==> src/rtl/swacc_pkg.sv <==
package swacc_pkg;
  typedef enum logic [2:0] {
    ST_IDLE, ST_POLL_PRE, ST_WR_DATA, ST_WR_CMD, ST_POLL_POST, ST_RD_DATA
  } st_e;

  typedef enum logic [1:0] {ERR_NONE = 2'd0, ERR_BUS = 2'd1, ERR_TMO = 2'd2} err_e;

  localparam int unsigned FLD_W  = 5;
  localparam int unsigned WORD_W = 16;
  localparam logic [FLD_W-1:0] WIN_CMD  = 5'd0;
  localparam logic [FLD_W-1:0] WIN_DATA = 5'd1;
  localparam logic [1:0] OP_RD = 2'b10;
  localparam logic [1:0] OP_WR = 2'b01;
  localparam int unsigned BUSY_BIT = 15;

  typedef struct packed {
    logic              wr;
    logic [FLD_W-1:0]  dev;
    logic [FLD_W-1:0]  port;
    logic [FLD_W-1:0]  regn;
    logic [WORD_W-1:0] wdata;
  } req_t;
endpackage

==> src/rtl/swacc_cmd_fmt.sv <==
module swacc_cmd_fmt
  import swacc_pkg::*;
(
  input  logic              wr_i,
  input  logic [FLD_W-1:0]  port_i,
  input  logic [FLD_W-1:0]  regn_i,
  output logic [WORD_W-1:0] cmd_o
);
  logic [1:0] op;
  assign op    = wr_i ? OP_WR : OP_RD;
  assign cmd_o = {1'b1, 2'b00, 1'b1, op, port_i, regn_i};
endmodule

==> src/rtl/swacc_poll_ctr.sv <==
module swacc_poll_ctr #(
  parameter int unsigned POLL_MAX = 100
) (
  input  logic clk_i,
  input  logic rst_ni,
  input  logic clr_i,
  input  logic inc_i,
  output logic last_o
);
  localparam int unsigned CNT_W = (POLL_MAX > 1) ? $clog2(POLL_MAX) : 1;
  localparam logic [CNT_W-1:0] LAST = CNT_W'(POLL_MAX - 1);

  logic [CNT_W-1:0] cnt_q;

  always_ff @(posedge clk_i or negedge rst_ni) begin
    if (!rst_ni)    cnt_q <= '0;
    else if (clr_i) cnt_q <= '0;
    else if (inc_i) cnt_q <= cnt_q + 1'b1;
  end

  assign last_o = (cnt_q == LAST);

  // the FSM must give up rather than count past the limit
  assert_no_inc_at_limit_R7: assert property (@(posedge clk_i) disable iff (!rst_ni)
    inc_i |-> !last_o);
  assert_cnt_bound_R7: assert property (@(posedge clk_i) disable iff (!rst_ni)
    cnt_q <= LAST);
endmodule

==> src/rtl/swacc_bus_mux.sv <==
module swacc_bus_mux
  import swacc_pkg::*;
(
  input  st_e               state_i,
  input  logic [WORD_W-1:0] wdata_i,
  input  logic [WORD_W-1:0] cmd_i,
  output logic              we_o,
  output logic [FLD_W-1:0]  reg_o,
  output logic [WORD_W-1:0] wdata_o
);
  always_comb begin
    we_o    = 1'b0;
    reg_o   = WIN_CMD;
    wdata_o = '0;
    unique case (state_i)
      ST_WR_DATA: begin we_o = 1'b1; reg_o = WIN_DATA; wdata_o = wdata_i; end
      ST_WR_CMD:  begin we_o = 1'b1; reg_o = WIN_CMD;  wdata_o = cmd_i;   end
      ST_RD_DATA: reg_o = WIN_DATA;
      default:    ;
    endcase
  end
endmodule

==> src/rtl/swacc_indirect.sv <==
module swacc_indirect
  import swacc_pkg::*;
#(
  parameter int unsigned POLL_MAX = 100,
  parameter int unsigned IN_W     = 8
) (
  input  logic              clk_i,
  input  logic              rst_ni,
  input  logic              req_valid_i,
  output logic              req_ready_o,
  input  logic              req_write_i,
  input  logic [FLD_W-1:0]  req_dev_i,
  input  logic [IN_W-1:0]   req_port_i,
  input  logic [IN_W-1:0]   req_reg_i,
  input  logic [WORD_W-1:0] req_wdata_i,
  output logic              done_o,
  output logic [1:0]        err_code_o,
  output logic [WORD_W-1:0] rdata_o,
  output logic              mb_req_o,
  output logic              mb_we_o,
  output logic [FLD_W-1:0]  mb_dev_o,
  output logic [FLD_W-1:0]  mb_reg_o,
  output logic [WORD_W-1:0] mb_wdata_o,
  input  logic              mb_ack_i,
  input  logic [WORD_W-1:0] mb_rdata_i,
  input  logic              mb_err_i
);
  st_e  state_q, state_d;
  req_t req_q;
  logic accept, polling, busy, last, inc, clr, fin;
  err_e fin_code;
  logic [WORD_W-1:0] cmd;

  assign req_ready_o = (state_q == ST_IDLE);
  assign accept      = req_valid_i && req_ready_o;
  assign mb_req_o    = !req_ready_o;
  assign mb_dev_o    = req_q.dev;
  assign polling     = (state_q == ST_POLL_PRE) || (state_q == ST_POLL_POST);
  assign busy        = mb_rdata_i[BUSY_BIT];

  swacc_cmd_fmt u_fmt (
    .wr_i(req_q.wr), .port_i(req_q.port), .regn_i(req_q.regn), .cmd_o(cmd)
  );

  swacc_bus_mux u_mux (
    .state_i(state_q), .wdata_i(req_q.wdata), .cmd_i(cmd),
    .we_o(mb_we_o), .reg_o(mb_reg_o), .wdata_o(mb_wdata_o)
  );

  assign inc = polling && mb_ack_i && !mb_err_i && busy && !last;
  assign clr = accept || (state_q == ST_WR_CMD && mb_ack_i);

  swacc_poll_ctr #(.POLL_MAX(POLL_MAX)) u_poll (
    .clk_i(clk_i), .rst_ni(rst_ni), .clr_i(clr), .inc_i(inc), .last_o(last)
  );

  always_comb begin
    state_d  = state_q;
    fin      = 1'b0;
    fin_code = ERR_NONE;
    if (accept) state_d = ST_POLL_PRE;
    else if (mb_req_o && mb_ack_i) begin
      if (mb_err_i) begin
        fin = 1'b1; fin_code = ERR_BUS; state_d = ST_IDLE;
      end else begin
        unique case (state_q)
          ST_POLL_PRE, ST_POLL_POST: begin
            if (busy) begin
              if (last) begin fin = 1'b1; fin_code = ERR_TMO; state_d = ST_IDLE; end
            end else if (state_q == ST_POLL_PRE) begin
              state_d = req_q.wr ? ST_WR_DATA : ST_WR_CMD;
            end else if (req_q.wr) begin
              fin = 1'b1; state_d = ST_IDLE;
            end else begin
              state_d = ST_RD_DATA;
            end
          end
          ST_WR_DATA: state_d = ST_WR_CMD;
          ST_WR_CMD:  state_d = ST_POLL_POST;
          ST_RD_DATA: begin fin = 1'b1; state_d = ST_IDLE; end
          default:    state_d = ST_IDLE;
        endcase
      end
    end
  end

  always_ff @(posedge clk_i or negedge rst_ni) begin
    if (!rst_ni) begin
      state_q    <= ST_IDLE;
      req_q      <= '0;
      done_o     <= 1'b0;
      err_code_o <= ERR_NONE;
      rdata_o    <= '0;
    end else begin
      state_q    <= state_d;
      done_o     <= fin;
      err_code_o <= fin ? fin_code : ERR_NONE;
      if (accept)
        req_q <= '{wr: req_write_i, dev: req_dev_i, port: req_port_i[FLD_W-1:0],
                   regn: req_reg_i[FLD_W-1:0], wdata: req_wdata_i};
      if (state_q == ST_RD_DATA && mb_ack_i && !mb_err_i) rdata_o <= mb_rdata_i;
    end
  end

  assert_req_hold_R11: assert property (@(posedge clk_i) disable iff (!rst_ni)
    mb_req_o && !mb_ack_i |=> mb_req_o && $stable(mb_we_o) && $stable(mb_reg_o)
      && $stable(mb_wdata_o) && $stable(mb_dev_o));
  assert_cmd_header_R3: assert property (@(posedge clk_i) disable iff (!rst_ni)
    mb_req_o && mb_we_o && mb_reg_o == WIN_CMD |->
      mb_wdata_o[15:12] == 4'b1001 && (mb_wdata_o[11:10] == OP_RD || mb_wdata_o[11:10] == OP_WR));
  assert_done_pulse_R10: assert property (@(posedge clk_i) disable iff (!rst_ni)
    done_o |=> !done_o);
  assert_err_quiet_R10: assert property (@(posedge clk_i) disable iff (!rst_ni)
    !done_o |-> err_code_o == ERR_NONE);
  assert_done_idle_R12: assert property (@(posedge clk_i) disable iff (!rst_ni)
    done_o |-> req_ready_o && !mb_req_o);
  assert_accept_idle_R9: assert property (@(posedge clk_i) disable iff (!rst_ni)
    mb_req_o && req_valid_i |=> mb_req_o || done_o);
endmodule

==> config.mk <==
export PLATFORM = sky130hd
export DESIGN_NAME = swacc_indirect
export DESIGN_NICKNAME = d
export VERILOG_FILES = /design/src/rtl/swacc_pkg.sv /design/src/rtl/swacc_cmd_fmt.sv /design/src/rtl/swacc_poll_ctr.sv /design/src/rtl/swacc_bus_mux.sv /design/src/rtl/swacc_indirect.sv
export SDC_FILE = /design/constraint.sdc
export NUM_CORES = 1
export LEC_CHECK = 0
export ABC_AREA = 1
export BUFFER_PORTS_ARGS = -buffer_cell sky130_fd_sc_hd__clkbuf_2
export CAP_MARGIN = 30
export CORE_UTILIZATION = 53
export CTS_CLUSTER_SIZE = 8
export DETAILED_ROUTE_END_ITERATION = 10
export PLACE_DENSITY = 0.85
export SLEW_MARGIN = 20
export SYNTH_ARGS = -nofsm -noshare
export SYNTH_HDL_FRONTEND = slang
export SYNTH_SLANG_ARGS = --single-unit
export TNS_END_PERCENT = 50
==> constraint.sdc <==
create_clock -name clk_i -period 2.1 [get_ports clk_i]
set_input_delay 0 -clock clk_i [delete_from_list [all_inputs] [get_ports clk_i]]
set_output_delay 0 -clock clk_i [all_outputs]
set_load 0.01 [all_outputs]
==> impl_metrics.env, run 1 <==
export IMPL_status="complete, no violations"
export IMPL_r2r_slack_ns=0.51
export IMPL_instances_no_fill=557
export IMPL_regArea_um2=1526
export IMPL_dr_total_vias=2835
export IMPL_yosysSeqAreaShare_pct=52.93
export IMPL_drc=0
export IMPL_ys_warn_count=0
export IMPL_clkTransAtPathRegs_ns=0.08
export IMPL_crit_start="state_q[0]$_DFFE_PN0P_"
export IMPL_syn_avg_cell_area_um2=8.583
export IMPL_ys_ff_latch=61
export IMPL_power_density_nw_per_um2=1116
export IMPL_pwr_share_comb_pct=38.8
export IMPL_multiInputGateArea_um2=1065
export IMPL_routedWlPerCell_um=14.65
export IMPL_endpoint_kind="primary output"
export IMPL_grt_max_degree=39
export IMPL_first_pass_iters=5
export IMPL_pwr_share_clk_pct=20.9
export IMPL_worstSetupPathType="flip-flop to primary output"
export IMPL_cts_tree="done"
export IMPL_dp_slack_ns=0.5093
export IMPL_tightest_slew_ns=0.6831
export IMPL_clock_root_buffer="clkbuf_8"
export IMPL_timing_rr_end="mb_dev_o[2]$_DFFE_PN0P_"
export IMPL_synthFlopType="dfrtp_1"
export IMPL_synth_top_area_share_pct=52.93
export IMPL_reg2regPathDepth=4
export IMPL_ir_drop_v=0.0009415
export IMPL_numCtsBuffers=9
export IMPL_ioPinCount=107
export IMPL_worstHoldPathType="input pin to async pin"
export IMPL_drive_gt1_share_pct=27.52
export IMPL_critPathMaxStageDelay_ns=0.50
export IMPL_synth_area_leaders="dfrtp_1, nand2_1, inv_1"
export IMPL_clk_latency_ns=0.34
export IMPL_worst_path_max_fanout=10
export IMPL_finClkSkew_ns=0.01221
export IMPL_reg2reg_from="state_q[0]$_DFFE_PN0P_"
export IMPL_layout_setup_ws_ns=0.2435
export IMPL_drt_iter0_drc=225
export IMPL_rsz0062_at_grt="false"
export IMPL_path_cells="nor2_1 > nand2_1 > buf_4 > o22ai_1 > clkbuf_2"
export IMPL_mappedNetlistArea_um2=2884
export IMPL_drt_wl_total_um=8159
export IMPL_ys_async_sr_fraction_pct=100.0
export IMPL_max_freq_ghz=0.5386
export IMPL_fin_nets=542
export IMPL_die_area_um2=5740
export IMPL_synth_common_cells="nand2_1, dfrtp_1, inv_1, nor2_1, a21oi_1"
export IMPL_max_cap_violations=0
export IMPL_area_delta_synth_final_pct=40.52
export IMPL_yosys_area_top_type="dfrtp_1"
export IMPL_grt_pass1_vias=2835
export IMPL_yosysMostFrequentCell="nand2_1"
export IMPL_die_w_um=75.77
export IMPL_required_ns=2.10
export IMPL_synth_cell_types=29
export IMPL_fin_tns_setup_ns=0
export IMPL_worstPathArrival_ns=1.86
export IMPL_num_antenna_cells=0
export IMPL_p_seq_share_pct=40.3
export IMPL_worst_path_max_delay_cell="dfrtp_1"
export IMPL_fp_coreArea_um2=5172
export IMPL_switching_share_pct=40.41
export IMPL_cts_resized=0
export IMPL_grt_pass1_wl_um=12410
export IMPL_cts_path_max_buffers=2
export IMPL_cp_start_kind="flip-flop"
export IMPL_dpl_hpwl_um=4524
export IMPL_fill_cells=312
export IMPL_p_int_mw=2.695
export IMPL_period_minus_slack_ns=1.856
export IMPL_numPortBuffers=96
export IMPL_synth_edf_count=0
export IMPL_htreeDepth=3
export IMPL_antenna_left=0
export IMPL_setup_viol=0
export IMPL_finalCritPeriodShare_pct=88.40
export IMPL_slew_violations=0
export IMPL_gp_congestion=0.8368
export IMPL_p_leak_nw=2.258
export IMPL_via_per_inst=5.090
export IMPL_std_cell_rows=26
export IMPL_grtUsageTotal_pct=30.05
export IMPL_cts_sinks=61
export IMPL_maxSlewHeadroom_pct=54.41
export IMPL_antenna_found_initial=0
export IMPL_switchingPower_mw=1.828
export IMPL_synthCells=336
export IMPL_die_h_um=75.77
export IMPL_grt_ovfl_total=0
export IMPL_placed_cells=490
export IMPL_initial_core_util_pct=55.76
export IMPL_hold_violations=0
[registers in the layout, indices dropped and copies added (netlist names)]
name / flops
u_poll.cnt_q: 7
state_q: 3
req_q: 27
err_code_o: 2
mb_dev_o: 5
done_o: 1
rdata_o: 16
[how the worst max path moves through the flow]
stage | endpoint | slack, ns | cells after the start
final | mb_wdata_o[8] | 0.24 | 5
after global routing | mb_wdata_o[9] | 0.18 | 5
after CTS | mb_wdata_o[4] | 0.29 | 5
after detailed placement | mb_dev_o[2]$_DFFE_PN0P_ | 0.51 | 4
after global placement | mb_dev_o[4]$_DFFE_PN0P_ | 0.54 | 4
after floorplan | u_poll.cnt_q[3]$_DFFE_PN0P_ | 0.73 | 9
[cell type report]
type	instances	share of cell area, %
sequential	61	37.67
multi-input combinational	214	26.27
timing repair buffer	154	25.75
inverter	42	3.890
clock buffer	9	3.057
tap	70	2.161
clock inverter	7	1.204
[power by group through the flow]
stage	registers, mW	logic [mW]	clock network [mW]
2_1_floorplan	1.80	1.18	0
3_3_place_gp	1.80	1.55	0
3_5_place_dp	1.83	1.62	0
4_1_cts	1.81	1.70	0.941
5_1_grt	1.87	1.94	1.00
6_report	1.82	1.76	0.946
[cells in the final DEF (no fill, tap or decap), drive strengths merged, types with 4 or more instances in the layout]
cell type,count
o21ai,6
nand2,82
buf,7
clkinv,5
dlygate4sd3,51
inv,43
o22ai,12
clkbuf,105
nor2,41
nand3,27
conb,4
mux2,7
a21oi,25
dfrtp,61
[routing by layer]
| metal | global-route usage [%] | vias to the layer above | share of wire, % |
|---|---|---|---|
| met4 | 14.20 | 0 | 2.2 |
| met1 | 34.06 | 1315 | 39 |
| met3 | 8.201 | 22 | 7.2 |
| li1 | - | 1343 | - |
| met2 | 52.51 | 155 | 52 |
| met5 | 0 | - | 0 |
[repair_timing]
action | 4_1_cts | 5_1_grt
hold endpoints to repair | 66 | 0
buffers inserted | 0 | 0
hold buffers | 51 | 0
[logic make-up (layout without fill, tap and decap cells)]
| family | count (synthesis) | in the layout | synth area share [%] |
|---|---|---|---|
| compound gates | 47 | 47 | 9.197 |
| xor+xnor | 1 | 1 | 0.3037 |
| fa+ha+maj | 1 | 1 | 0.4338 |
| buf+inv | 64 | 212 | 10.54 |
| flops | 61 | 61 | 52.93 |
| mux | 7 | 7 | 2.733 |
| other cells | 1 | 4 | 0.1300 |
| simple gates | 154 | 154 | 23.73 |
[per-stage QoR]
stage          hold WS [ns]  area [um^2]  power, mW  utilization (%)
2_1_floorplan       -0.2956         2895      2.979                -
3_3_place_gp       -0.02585         3369      3.352            65.14
3_5_place_dp       -0.02304         3369      3.444            65.14
4_1_cts              0.1427         4053      4.445            78.35
5_1_grt              0.1531         4053      4.810            78.35
6_report             0.1525         4053      4.523            78.35
[worst max-delay path: cells and delay by family, from the launching register on]
kind / cells / cell delay (ns)
and+or+nand+nor: 2 / 0.40
DFF: 1 / 0.50
AOI/OAI and AO/OA: 1 / 0.16
buffers and inverters: 2 / 0.46
(Power assumes the default switching activity.)
==> run 2, diff against run 1 <==
--- a/config.mk
+++ b/config.mk
@@ -12,6 +12,7 @@
 export CTS_CLUSTER_SIZE = 8
 export DETAILED_ROUTE_END_ITERATION = 10
 export PLACE_DENSITY = 0.85
+export RECOVER_POWER = 50
 export SLEW_MARGIN = 20
 export SYNTH_ARGS = -nofsm -noshare
 export SYNTH_HDL_FRONTEND = slang
==> run 2 against run 1 <==
Design area down 0.90%. First-iteration DRC count down 8.0%. Total power down 0.85%. Global-route usage unchanged. Sequential share of layout area up 0.34 points. Register-to-register slack about the same. Die area unchanged. Setup slack worse by 0.023 ns. Clock power down 0.4%. Largest cell class unchanged.
==> impl_metrics.env, run 2 (same netlist as run 1, synthesis figures left out) <==
export IMPL_rsz0062_at_grt="false"
export IMPL_post_cts_setup_buffers=0
export IMPL_drt_wl_total_um=8168
export IMPL_worstHoldPathType="input pin to flip-flop"
export IMPL_required_ns=2.10
export IMPL_grt_pass1_wl_um=12410
export IMPL_die_w_um=75.77
export IMPL_cts_sinks=61
export IMPL_finalCritPeriodShare_pct=89.52
export IMPL_area_delta_synth_final_pct=39.26
export IMPL_grtUsageTotal_pct=30.05
export IMPL_endpoint_kind="primary output"
export IMPL_p_leak_nw=2.175
export IMPL_drc=0
export IMPL_slew_violations=0
export IMPL_max_cap_violations=0
export IMPL_dpl_hpwl_um=4524
export IMPL_maxSlewHeadroom_pct=34.79
export IMPL_num_antenna_cells=0
export IMPL_holdCritStartpoint="req_valid_i"
export IMPL_gp_congestion=0.8368
export IMPL_numCtsBuffers=9
export IMPL_antenna_left=0
export IMPL_cp_start_kind="flip-flop"
export IMPL_max_freq_ghz=0.5319
export IMPL_regArea_um2=1526
export IMPL_via_per_inst=5.102
export IMPL_clock_root_buffer="clkbuf_8"
export IMPL_reg2reg_from="state_q[0]$_DFFE_PN0P_"
export IMPL_grt_max_degree=39
export IMPL_r2r_slack_ns=0.50
export IMPL_first_pass_iters=4
export IMPL_timing_rr_end="mb_dev_o[2]$_DFFE_PN0P_"
export IMPL_worst_path_max_fanout=10
export IMPL_largest_registers="req_q: 27 flops, rdata_o: 16 flops, u_poll.cnt_q: 7 flops"
export IMPL_top_register="req_q"
export IMPL_clk_latency_ns=0.34
export IMPL_antenna_found_initial=0
export IMPL_clkTransAtPathRegs_ns=0.07
export IMPL_grt_ovfl_total=0
export IMPL_worstSetupPathType="flip-flop to primary output"
export IMPL_htreeDepth=3
export IMPL_reg2regPathDepth=4
export IMPL_ir_drop_v=0.0009229
export IMPL_drive_gt1_share_pct=22.38
export IMPL_hold_depth=3
export IMPL_fin_tns_setup_ns=0
export IMPL_hold_violations=0
export IMPL_fin_nets=542
export IMPL_layout_common_cells="nand2_1, clkbuf_2, dfrtp_1"
export IMPL_drt_iter0_drc=207
export IMPL_die_h_um=75.77
export IMPL_cts_path_max_buffers=2
export IMPL_std_cell_rows=26
export IMPL_numPortBuffers=96
export IMPL_ioPinCount=107
export IMPL_status="complete, no violations"
export IMPL_worstPathArrival_ns=1.88
export IMPL_grt_pass1_vias=2835
export IMPL_initial_core_util_pct=55.76
export IMPL_multiInputGateArea_um2=1065
export IMPL_fin_hold_ws_ns=0.1529
export IMPL_die_area_um2=5740
export IMPL_largest_reg_flops=27
export IMPL_hold_path_end="req_q[12]$_DFFE_PN0P_"
export IMPL_power_density_nw_per_um2=1117
export IMPL_setup_viol=0
export IMPL_final_common_cell="nand2_1"
export IMPL_fp_coreArea_um2=5172
export IMPL_routedWlPerCell_um=14.66
export IMPL_fill_cells=337
export IMPL_period_minus_slack_ns=1.880
export IMPL_finClkSkew_ns=0.01035
export IMPL_tightest_slew_ns=0.9781
export IMPL_cts_tree="done"
export IMPL_dr_total_vias=2842
==> run 2: cell types whose count changed in the layout (fill, tap and decap cells not counted), sizes merged <==
cell,previous run,this run
clkbuf,105,107
buf,7,5
==> run 2: final cells by class <==
| cell class | count | area share (%) |
|---|---|---|
| inverter | 42 | 3.925 |
| tap | 70 | 2.181 |
| timing repair buffer | 154 | 25.08 |
| multi-input combinational | 214 | 26.51 |
| sequential | 61 | 38.01 |
| clock buffer | 9 | 3.084 |
| clock inverter | 7 | 1.215 |
==> run 2: metal layers <==
layer	vias up	share of wire [%]	global-route usage, %
li1	1341	-	-
met1	1342	40	34.06
met2	129	51	52.51
met3	30	5.5	8.201
met4	0	3.0	14.20
met5	-	0	0
==> run 2: worst max-delay path, stage by stage (launching register included) <==
cell and delay, ns:
dfrtp_1 0.50, nor2_1 0.14, nand2_1 0.27, buf_4 0.29, o22ai_1 0.17, clkbuf_2 0.18
==> run 2: how the worst max path moves through the flow <==
stage                                startpoint                          end  cells after the start
floorplan           u_poll.cnt_q[0]$_DFFE_PN0P_  u_poll.cnt_q[3]$_DFFE_PN0P_                      9
global placement         state_q[0]$_DFFE_PN0P_      mb_dev_o[4]$_DFFE_PN0P_                      4
detailed placement       state_q[0]$_DFFE_PN0P_      mb_dev_o[2]$_DFFE_PN0P_                      4
CTS                      state_q[0]$_DFFE_PN0P_                mb_wdata_o[4]                      5
global route             state_q[0]$_DFFE_PN0P_                mb_wdata_o[9]                      5
finish                   state_q[0]$_DFFE_PN0P_                mb_wdata_o[8]                      5
==> run 2: where the power goes <==
part | leakage [nW] | switching [mW] | internal, mW | total [mW]
clock | 0.0898 | 0.510 | 0.432 | 0.942
combinational | 1.34 | 1.09 | 0.632 | 1.72
sequential | 0.748 | 0.228 | 1.60 | 1.82
total | 2.18 | 1.83 | 2.66 | 4.49
==> run 2: stage by stage <==
step                power, mW  setup WS (ns)  cell area [um^2]  util, %  instances
floorplan               2.979         0.7262              2895        -        339
global placement        3.352         0.5445              3369    65.14        490
detailed placement      3.444         0.5093              3369    65.14        490
CTS                     4.445         0.2897              4053    78.35        557
global route            4.772         0.1771              4016    77.65        557
finish                  4.485         0.2200              4016    77.65        557
==> run 2: what timing repair did <==
action / in CTS / in global routing
hold endpoints to repair: 66 / 0
endpoints found under the setup margin: 0 / 0
hold buffers: 51 / 0
gates resized for setup: 0 / 0
